$ cat src/rtl/cfgload_pkg.sv
package cfgload_pkg;

  // Source that updates the configuration latch on a given edge.
  typedef enum logic [1:0] {
    LD_NONE     = 2'd0,
    LD_SERIAL   = 2'd1,
    LD_PARALLEL = 2'd2
  } ld_src_e;

  // Parallel load has priority over serial load on a shared edge.
  function automatic ld_src_e pick_src(input logic ser_rise, input logic par_rise);
    if (par_rise) return LD_PARALLEL;
    if (ser_rise) return LD_SERIAL;
    return LD_NONE;
  endfunction

endpackage

$ cat src/rtl/cfgload_rise.sv
module cfgload_rise (
  input  logic clk,
  input  logic rst,
  input  logic lvl,
  output logic rise
);
  logic prev_q;

  always_ff @(posedge clk) begin
    if (rst) prev_q <= 1'b0;
    else     prev_q <= lvl;
  end

  assign rise = lvl & ~prev_q;
endmodule

$ cat src/rtl/cfgload_shift.sv
module cfgload_shift #(
  parameter int W = 14
) (
  input  logic         clk,
  input  logic         rst,
  input  logic         din,
  output logic [W-1:0] sr
);
  always_ff @(posedge clk) begin
    if (rst) sr <= '0;
    else     sr <= {sr[W-2:0], din};
  end

  // the new bit enters the bottom stage
  p_bottom_in_r2: assert property (@(posedge clk) disable iff (rst)
    1'b1 |=> sr[0] == $past(din));

  // every other stage takes its lower neighbour
  p_move_up_r2: assert property (@(posedge clk) disable iff (rst)
    1'b1 |=> sr[W-1:1] == $past(sr[W-2:0]));
endmodule

$ cat src/rtl/cfgload_latch.sv
module cfgload_latch
  import cfgload_pkg::*;
#(
  parameter int              T_W       = 3,
  parameter int              N_W       = 2,
  parameter int              M_W       = 9,
  parameter logic [T_W-1:0]  TEST_CODE = 3'b110,
  localparam int             W         = T_W + N_W + M_W
) (
  input  logic           clk,
  input  logic           rst,
  input  logic           ser_rise,
  input  logic           par_rise,
  input  logic [W-1:0]   sr_word,
  input  logic [M_W-1:0] par_m,
  input  logic [N_W-1:0] par_n,
  output logic [T_W-1:0] cfg_t,
  output logic [N_W-1:0] cfg_n,
  output logic [M_W-1:0] cfg_m,
  output logic           obs_live
);
  ld_src_e src;
  assign src = pick_src(ser_rise, par_rise);

  always_ff @(posedge clk) begin
    if (rst) begin
      cfg_t    <= '0;
      cfg_n    <= '0;
      cfg_m    <= '0;
      obs_live <= 1'b1;
    end else begin
      case (src)
        LD_PARALLEL: begin
          cfg_t    <= '0;
          cfg_n    <= par_n;
          cfg_m    <= par_m;
          obs_live <= 1'b1;
        end
        LD_SERIAL: begin
          cfg_t    <= sr_word[W-1 -: T_W];
          cfg_n    <= sr_word[M_W +: N_W];
          cfg_m    <= sr_word[M_W-1:0];
          obs_live <= (sr_word[W-1 -: T_W] != TEST_CODE);
        end
        default: ;
      endcase
    end
  end

  p_reset_clear_r1: assert property (@(posedge clk)
    rst |=> (cfg_t == '0 && cfg_n == '0 && cfg_m == '0 && obs_live));

  p_ser_copy_r3: assert property (@(posedge clk) disable iff (rst)
    ser_rise && !par_rise |=> {cfg_t, cfg_n, cfg_m} == $past(sr_word));

  p_hold_r4: assert property (@(posedge clk) disable iff (rst)
    !ser_rise && !par_rise |=> $stable(cfg_t) && $stable(cfg_n) && $stable(cfg_m));

  // parallel data taken, test field cleared, even with a serial rise
  p_par_load_r5: assert property (@(posedge clk) disable iff (rst)
    par_rise |=> cfg_t == '0 && cfg_m == $past(par_m) && cfg_n == $past(par_n));
endmodule

$ cat src/rtl/cfg_word_loader.sv
module cfg_word_loader #(
  parameter int              T_W       = 3,
  parameter int              N_W       = 2,
  parameter int              M_W       = 9,
  parameter logic [T_W-1:0]  TEST_CODE = 3'b110,
  localparam int             W         = T_W + N_W + M_W
) (
  input  logic           clk,
  input  logic           rst,
  input  logic           sdin,
  input  logic           sload,
  input  logic           pload,
  input  logic [M_W-1:0] pm,
  input  logic [N_W-1:0] pn,
  output logic [T_W-1:0] cfg_t,
  output logic [N_W-1:0] cfg_n,
  output logic [M_W-1:0] cfg_m,
  output logic           sobs
);
  logic         ser_rise;
  logic         par_rise;
  logic [W-1:0] sr;
  logic         obs_live;

  cfgload_rise u_ser_edge (.clk(clk), .rst(rst), .lvl(sload), .rise(ser_rise));
  cfgload_rise u_par_edge (.clk(clk), .rst(rst), .lvl(pload), .rise(par_rise));

  cfgload_shift #(.W(W)) u_shift (
    .clk(clk), .rst(rst), .din(sdin), .sr(sr)
  );

  cfgload_latch #(
    .T_W(T_W), .N_W(N_W), .M_W(M_W), .TEST_CODE(TEST_CODE)
  ) u_latch (
    .clk(clk), .rst(rst),
    .ser_rise(ser_rise), .par_rise(par_rise),
    .sr_word(sr), .par_m(pm), .par_n(pn),
    .cfg_t(cfg_t), .cfg_n(cfg_n), .cfg_m(cfg_m),
    .obs_live(obs_live)
  );

  // Released: top shift stage. Held: latched top test bit.
  assign sobs = obs_live ? sr[W-1] : cfg_t[T_W-1];

  p_freeze_r7: assert property (@(posedge clk) disable iff (rst)
    ser_rise && !par_rise && sr[W-1 -: T_W] == TEST_CODE |=> sobs);

  p_release_r7: assert property (@(posedge clk) disable iff (rst)
    par_rise |=> sobs == sr[W-1]);
endmodule

$ cat config.mk
export PLATFORM = sky130hd
export DESIGN_NAME = cfg_word_loader
export DESIGN_NICKNAME = d
export VERILOG_FILES = /design/src/rtl/cfgload_pkg.sv /design/src/rtl/cfgload_rise.sv /design/src/rtl/cfgload_shift.sv /design/src/rtl/cfgload_latch.sv /design/src/rtl/cfg_word_loader.sv
export SDC_FILE = /design/constraint.sdc
export NUM_CORES = 1
export LEC_CHECK = 0
export CAP_MARGIN = 40
export CELL_PAD_IN_SITES_DETAIL_PLACEMENT = 1
export CELL_PAD_IN_SITES_GLOBAL_PLACEMENT = 1
export CORE_ASPECT_RATIO = 0.6
export CORE_MARGIN = 4
export CORE_UTILIZATION = 38
export DETAILED_ROUTE_END_ITERATION = 10
export GPL_TIMING_DRIVEN = 0
export PLACE_DENSITY_LB_ADDON = 0.15
export SLEW_MARGIN = 0
export SYNTH_ARGS = -nofsm -noshare
export SYNTH_HDL_FRONTEND = slang
export SYNTH_SLANG_ARGS = --single-unit
$ cat constraint.sdc
create_clock -name clk -period 2.3 [get_ports clk]
set_input_delay 0.69 -clock clk [delete_from_list [all_inputs] [get_ports clk]]
set_output_delay 0.69 -clock clk [all_outputs]
set_load 0.01 [all_outputs]
======== After elaboration in Yosys (flattened, before gate mapping) ========
Index checks and enable logic that the tools add are counted.
word-level totals
  register bits after elaboration ......... 31
  input bits .............................. 16
  output and inout port bits .............. 15
  logic and storage cells ................. 27
cells by class
  eq/ne operators ......................... 3
  mux-type cells .......................... 12
  bitwise gates (word level) .............. 4
  reductions and logical operators ........ 1
operators with widths
  operator              count
  $pmux W9 S2           1
  $mux W2               4
  $pmux W3 S2           1
  $mux W1               4
  $pmux W2 S2           1
  $ne A3 B3 Y1 const B  1
  $and A1 B1 Y1         2
  $eq A2 B1 Y1 const B  1
  $eq A2 B2 Y1 const B  1
  $not A1 Y1            2
  $pmux W1 S2           1
  $reduce_bool A2 Y1    1

======== Logic depth before layout (Yosys ltp) ========
Gate-level depths: netlist of run 1.
  word-level depth ........................ 8
  mapped depth ............................ 5
  mapped depth without buffers ............ 3

======== By module ========
A second synthesis of run 1 with hierarchy kept.
unflattened totals
  cell total of the unflattened synthesis .. 100
  area, all modules ....................... 1194.9 um^2
modules (own cells, without submodules)
  module           instances  cells each  area an instance (um^2)
  cfgload_latch    1          64          676.9
  cfgload_shift    1          29          407.9
  cfgload_rise     2          3           47.5
  cfg_word_loader  1          1           15.0

======== Worst setup path after synthesis of run 1 ========
Ideal clock, no wire load.
  kind .................................... in2reg
  from .................................... input port sload
  to ...................................... register u_latch.cfg_m[2]
  setup time .............................. 0.086 ns
  arrival time ............................ 1.312 ns
  required time ........................... 2.214 ns
  path slack .............................. 0.902 ns
  stages on the path ...................... 5
  cells stage by stage .................... nand2b_2 -> buf_6 -> buf_12 -> mux2i_1 -> a211oi_1
between the ends
  cells in the longest elaborated chain, start to end .. 7
RTL lines
  item                                                      RTL line               source
  start: declaration                                        cfg_word_loader.sv:11  input logic sload,
  $and A1 B1 Y1 (*)                                         cfgload_rise.sv:14     assign rise = lvl & ~prev_q;
  $mux W1 (2 in a row)                                      cfgload_pkg.sv:13      if (ser_rise) return LD_SERIAL;
  $mux W2 (*)                                               cfgload_pkg.sv:14      return LD_NONE;
  $mux W2 (*)                                               cfgload_pkg.sv:13
  $eq A2 B1 Y1 / $eq A2 B2 Y1 (equally long branches)       cfgload_latch.sv:32    case (src)
  $pmux W9 S2 / $reduce_bool A2 Y1 (equally long branches)  -
  end signal: assignment                                    cfgload_latch.sv:36    cfg_m <= par_m;
  end signal: assignment                                    cfgload_latch.sv:42    cfg_m <= sr_word[M_W-1:0];
  end: declaration                                          cfgload_latch.sv:19    output logic [M_W-1:0] cfg_m,
Mark *: on every way between the ends. The rest lies on a longest branch, timed or not. The select of a mux whose other input is x is not followed.
A chain may end at the register's enable or synchronous reset.

======== Worst setup path after layout of run 1 ========
  from .................................... register u_latch.obs_live
  to ...................................... output port sobs
between the ends
  cells in the longest elaborated chain, start to end .. 1
RTL lines
  item                      RTL line               source
  start: declaration        cfgload_latch.sv:20    output logic obs_live
  start signal: assignment  cfgload_latch.sv:43    obs_live <= (sr_word[W-1 -: T_W] != TEST_CODE);
  $mux W1                   cfg_word_loader.sv:43  assign sobs = obs_live ? sr[W-1] : cfg_t[T_W-1];
  end: declaration          cfg_word_loader.sv:18  output logic sobs
No other way between the ends.

==> qor.yml, run 1 <==
run_status:
  status: "complete, no violations"
sta:
  relSlewSlack: 0.653
  finalSetupTns_ps: 0
  setup_slack_ps: 141
  finalCritPeriodShare: 0.939
  rsz0062_at_grt: "false"
  fin_hold_ws_ps: 463
  finalClockSkew_ps: 5.25
  worst_slew_pin_slew_ps: 521
  min_period_ps: 2160
  slew_viol_final: 0
  max_freq_mhz: 463
  finalSetupViolCount: 0
  hold_violations: 0
synthesis:
  synthesis.nets: 117
  synth_xor_area_frac: 0
  synth.avg_cell_area_um2: 11.0
  yosys_register_bits: 31
  synth_seq_area_share: 0.560
  synth-adder-area-share: 0
  yosys-mux-area-fraction: 0.146
  netlist_area_mm2: 0.00111
  synth_cell_type_count: 15
  yosysTopAreaCellShare: 0.560
  synth_top_family_by_area: "simple AND/OR/NAND/NOR gates"
  synth_top_cells_by_area: "dfxtp_1, mux2i_1, nor2b_1"
  synth_compound_area_frac: 0.0745
  yosys_warnings: 0
  syn_inst: 101
  yosys.area_share.simple: 0.174
  yosys.area.top_type: "dfxtp_1"
floorplan:
  dieHeight_um: 49.8
  die_x_um: 77.7
  rows: 14
  floorplan.initialDensity: 0.419
  num_io_pins: 31
  dieArea_mm2: 0.00387
  coreArea_mm2: 0.00265
place:
  place_ws_ps: 240
  placed_area_mm2: 0.00146
  dp_hpwl_um: 1950
  place.gp.congestion: 0.690
  dp_cells: 171
  port-buffer-count: 30
worst_setup_path:
  crit_arrival_ps: 1470
  critPathMaxFanout: 2
  r2r_setup_slack_ps: 1070
  path_delay_family: "buffers and inverters"
  critPathLaunchType: "flip-flop"
  path_cells: "mux2_1 -> clkdlybuf4s50_1"
  max_stage_delay_ps: 510
  critPathBufInv: 1
  path_class: "reg -> out"
  cp.required_ps: 1610
  crit_path_top_delay_cell: "clkdlybuf4s50_1"
  end_kind: "output pin"
power:
  clkPwrFrac: 0.379
  p_sw_frac: 0.229
  peakVddDrop_mv: 0.366
  power_density_mw_per_mm2: 726
  p_leak_nw: 0.624
  p_int_uw: 865
  seqPwrFrac: 0.504
  switching_power_uw: 257
  combPwrFrac: 0.118
  finalPower_mw: 1.12
final_layout:
  final_cell_mix: "dfxtp_1, clkdlybuf4s50_1, nor2b_1"
  fin_cells: 178
  diodes: 0
  layout_commonest_cell: "dfxtp_1"
  finish.utilization: 0.585
  nets: 154
  fillers: 289
  design_area_mm2: 0.00155
  layout-drive-gt1-share: 0.0797
  area_growth_pct: 39.5
clock_tree:
  ctsResizeCount: 0
  cts_buffers: 5
  cts.sinks: 31
  path_clk_slew_ps: 70
  ctsHoldBuffers: 0
  cts_buffer_depth: 2
  cts_tree: "done"
  cts_max_level: 2
  cts-root-buf: "clkbuf_8"
  cts_setup_buffers: 0
  clkLatencyLatePin_ps: 270
run:
  max_cap_violations: 0
grt:
  grt_start_max_net_pins: 11
  grt_overflow: 0
  track_usage: 0.152
  antenna_found_initial: 0
  grt_pass1_wl_um: 4570
  grt_pass1_vias: 896
min_path:
  hp-class: "reg -> reg"
detailed_routing:
  num_vias: 828
  drt.antenna.violating_nets: 0
  drc: 0
  drtIter0Drc: 23
  first_pass_iters: 4
  wl_per_cell_um: 15.2
  drt_wl_total_um: 2710
  avgViaCountPerCell: 4.65
## synthesized netlist by cell type (all sizes together)
cell / instances
dfxtp: 31
buf: 3
mux2: 1
mux2i: 15
nand2: 1
a211oi: 11
nor2: 12
nor2b: 17
nor3: 3
nand3b: 1
clkbuf: 4
nand2b: 2
## layout make-up
type	instances	area, um2	share of cell area
repair buffers	30	300	0.194
clock buffers	6	82.6	0.0534
multi-input cells	63	437	0.282
well taps	40	50.0	0.0324
flip-flops and latches	31	621	0.401
plain buffers	7	51.3	0.0332
clock inverters	1	5.00	0.00324
## layer usage
| layer | wire length (um) | vias to the layer above | global-route usage | share of wire |
|---|---|---|---|---|
| li1 | - | 413 | - | - |
| met1 | 1300 | 386 | 0.190 | 0.48 |
| met2 | 1220 | 24 | 0.250 | 0.45 |
| met3 | 165 | 5 | 0.0564 | 0.061 |
| met4 | 20 | 0 | 0.0385 | 0.0074 |
| met5 | 0 | - | 0 | 0 |
## worst reg2reg max path, delay by kind of cell (launching register included)
kind / cells / cell delay [ps]
buffers and inverters: 2 / 300
AO/OA/AOI/OAI: 1 / 240
multiplexers: 1 / 120
AND/OR/NAND/NOR: 1 / 180
flip-flops: 1 / 300
## power groups by stage
stage	combinational, mW	sequential, mW	clock [mW]
2_1_floorplan	0.0569	0.582	0
3_3_place_gp	0.128	0.576	0
3_5_place_dp	0.132	0.577	0
4_1_cts	0.133	0.565	0.434
5_1_grt	0.141	0.568	0.466
6_report	0.132	0.565	0.425
## logic make-up (layout without fill, tap and decap cells)
| family | after synthesis | count (layout) |
|---|---|---|
| compound gates | 11 | 11 |
| mux | 16 | 16 |
| simple gates | 36 | 36 |
| buf+inv | 7 | 44 |
| flops | 31 | 31 |
## flip-flops by register name, indices dropped and copies added (netlist names)
name and flops:
u_shift.sr 14, u_latch.cfg_m 9, u_latch.cfg_t 3, u_latch.cfg_n 2, u_latch.obs_live 1, u_par_edge.prev_q 1, u_ser_edge.prev_q 1
## path summary, 6_finish.rpt
kind                                  from                            end  depth (start not counted)
max          u_latch.obs_live$_SDFFE_PP1P_                           sobs                          2
min               u_shift.sr[2]$_SDFF_PP0_       u_shift.sr[3]$_SDFF_PP0_                          1
min reg2reg       u_shift.sr[2]$_SDFF_PP0_       u_shift.sr[3]$_SDFF_PP0_                          1
max reg2reg   u_ser_edge.prev_q$_SDFF_PP0_  u_latch.cfg_m[5]$_SDFFE_PP0P_                          5
Power figures use the tool's default switching activity.
==> run 2, diff against run 1 <==
--- a/config.mk
+++ b/config.mk
@@ -5,7 +5,7 @@
 export SDC_FILE = /design/constraint.sdc
 export NUM_CORES = 1
 export LEC_CHECK = 0
-export CAP_MARGIN = 40
+export CAP_MARGIN = 25
 export CELL_PAD_IN_SITES_DETAIL_PLACEMENT = 1
 export CELL_PAD_IN_SITES_GLOBAL_PLACEMENT = 1
 export CORE_ASPECT_RATIO = 0.6
@@ -13,7 +13,7 @@
 export CORE_UTILIZATION = 38
 export DETAILED_ROUTE_END_ITERATION = 10
 export GPL_TIMING_DRIVEN = 0
-export PLACE_DENSITY_LB_ADDON = 0.15
+export PLACE_DENSITY = 0.91
 export SLEW_MARGIN = 0
 export SYNTH_ARGS = -nofsm -noshare
 export SYNTH_HDL_FRONTEND = slang
==> run 2 against run 1 <==
Compared with the run above:
- clock-buffer cell count unchanged
- largest power group unchanged
- hold slack better by 5.3 ps
- via count up 5.8%
- cell area unchanged
- sequential share of layout area unchanged
- non-clock buffer count unchanged
- die area unchanged
- clock power up 2%
- highest routed layer unchanged
- register-to-register slack worse by 30 ps
- utilization unchanged
- critical path depth unchanged
- power up 0.95%
==> qor.yml, run 2 (synthesized netlist as in run 1, its figures left out) <==
clock_tree:
  cts_buffer_depth: 2  # unchanged
  cts.sinks: 31  # unchanged
  cts_buffers: 5  # unchanged
  cts-root-buf: "clkbuf_8"
  ctsHoldBuffers: 0  # unchanged
  cts_tree: "done"
  path_clk_slew_ps: 70  # about the same
  clkLatencyLatePin_ps: 280  # about the same
  ctsResizeCount: 0  # unchanged
  cts_setup_buffers: 0  # unchanged
  cts_max_level: 2  # unchanged
floorplan:
  dieHeight_um: 49.8  # unchanged
  num_io_pins: 31  # unchanged
  coreArea_mm2: 0.00265  # unchanged
  dieArea_mm2: 0.00387  # unchanged
  floorplan.initialDensity: 0.419  # unchanged
  rows: 14  # unchanged
  die_x_um: 77.7  # unchanged
grt:
  grt_pass1_vias: 1004  # +12%
  track_usage: 0.177  # +0.0248
  antenna_found_initial: 0  # unchanged
  grt_pass1_wl_um: 5130  # +12%
  grt_overflow: 0  # unchanged
  grt_start_max_net_pins: 11  # unchanged
final_layout:
  area_growth_pct: 39.5  # unchanged
  fillers: 290  # +0.35%
  largest_register_ffs: 14  # unchanged
  diodes: 0  # unchanged
  largestRegisters: "u_shift.sr (14), u_latch.cfg_m (9), u_latch.cfg_t (3)"
  nets: 154  # unchanged
  design_area_mm2: 0.00155  # unchanged
  top_register: "u_shift.sr"
  layout_commonest_cell: "dfxtp_1"
  final_cell_mix: "dfxtp_1, clkdlybuf4s50_1, nor2b_1"
  finish.utilization: 0.585  # unchanged
  layout-drive-gt1-share: 0.0797  # unchanged
  fin_cells: 178  # unchanged
sta:
  finalSetupTns_ps: 0  # unchanged
  min_period_ps: 2140  # -16.4 ps
  worst_slew_pin_slew_ps: 542  # +20.8 ps
  finalCritPeriodShare: 0.932  # -0.00711
  slew_viol_final: 0  # unchanged
  fin_hold_ws_ps: 468  # +5.29 ps
  hold_violations: 0  # unchanged
  finalSetupViolCount: 0  # unchanged
  finalClockSkew_ps: 8.01  # +2.76 ps
  rsz0062_at_grt: "false"
  max_freq_mhz: 467  # +0.76%
  relSlewSlack: 0.639  # -0.0139
place:
  dp_cells: 171  # unchanged
  placed_area_mm2: 0.00146  # unchanged
  place.gp.congestion: 0.707  # +2.4%
  dp_hpwl_um: 2010  # +3.1%
  port-buffer-count: 30  # unchanged
worst_setup_path:
  critPathLaunchType: "flip-flop"
  critPathMaxFanout: 2  # unchanged
  worstSetupStartpoint: "u_latch.obs_live$_SDFFE_PP1P_"
  cp.required_ps: 1610  # about the same
  r2r-start: "u_par_edge.prev_q$_SDFF_PP0_"
  crit_arrival_ps: 1450  # -20 ps
  path_class: "reg -> out"
  end_kind: "output pin"
detailed_routing:
  drtIter0Drc: 28  # +22%
  drt.antenna.violating_nets: 0  # unchanged
  first_pass_iters: 4  # unchanged
  drt_wl_total_um: 3030  # +12%
  wl_per_cell_um: 17.0  # +12%
  num_vias: 876  # +5.8%
  drc: 0  # unchanged
  avgViaCountPerCell: 4.92  # +5.8%
run_status:
  status: "complete, no violations"
power:
  power_density_mw_per_mm2: 733  # +0.95%
  p_leak_nw: 0.624  # unchanged
  peakVddDrop_mv: 0.343  # -6.3%
min_path:
  min-delay-start: "u_shift.sr[2]$_SDFF_PP0_"
  hp-class: "reg -> reg"
run:
  max_cap_violations: 0  # unchanged
[run 2: cell counts in the layout (fill, tap and decap cells not counted)]
No cell type changed its count.
[run 2: per-layer routing]
layer | vias to the layer above | global-route usage | part of all wire
met3 | 8 | 0.0673 | 0.056
met1 | 428 | 0.201 | 0.45
li1 | 415 | - | -
met4 | 0 | 0.0710 | 0.015
met5 | - | 0 | 0
met2 | 25 | 0.301 | 0.48
[run 2: path summary, 6_finish.rpt]
check,endpoint,slack (ps),cells past startpoint
worst max-delay path,sobs,160,2
worst min-delay path,u_shift.sr[3]$_SDFF_PP0_,470,1
worst max register to register,u_latch.cfg_m[1]$_SDFFE_PP0P_,1040,3
worst min register to register,u_shift.sr[3]$_SDFF_PP0_,470,1
[run 2: where the power goes]
group          internal (mW)  switching [mW]  total [mW]
Combinational         0.0748          0.0596       0.134
Sequential             0.556         0.00987       0.565
Clock                  0.234           0.199       0.433
[run 2: metrics by stage]
stage,power [mW],worst slack [ps]
global route,1.18,108
detailed placement,0.710,267
floorplan,0.639,902
finish,1.13,157
CTS,1.14,148
global placement,0.704,364
[run 2: layout make-up]
type,count,area (um2),share of cell area
clock inverter,1,5.00,0.00324
timing repair buffer,30,300,0.194
tap,40,50.0,0.0324
clock buffer,6,82.6,0.0534
sequential,31,621,0.401
multi-input combinational,63,437,0.282
buffer,7,51.3,0.0332
[run 2: worst max-delay path, stage by stage (launching register included)]
cell and delay (ps):
dfxtp_1 360, mux2_1 330, clkdlybuf4s50_1 480
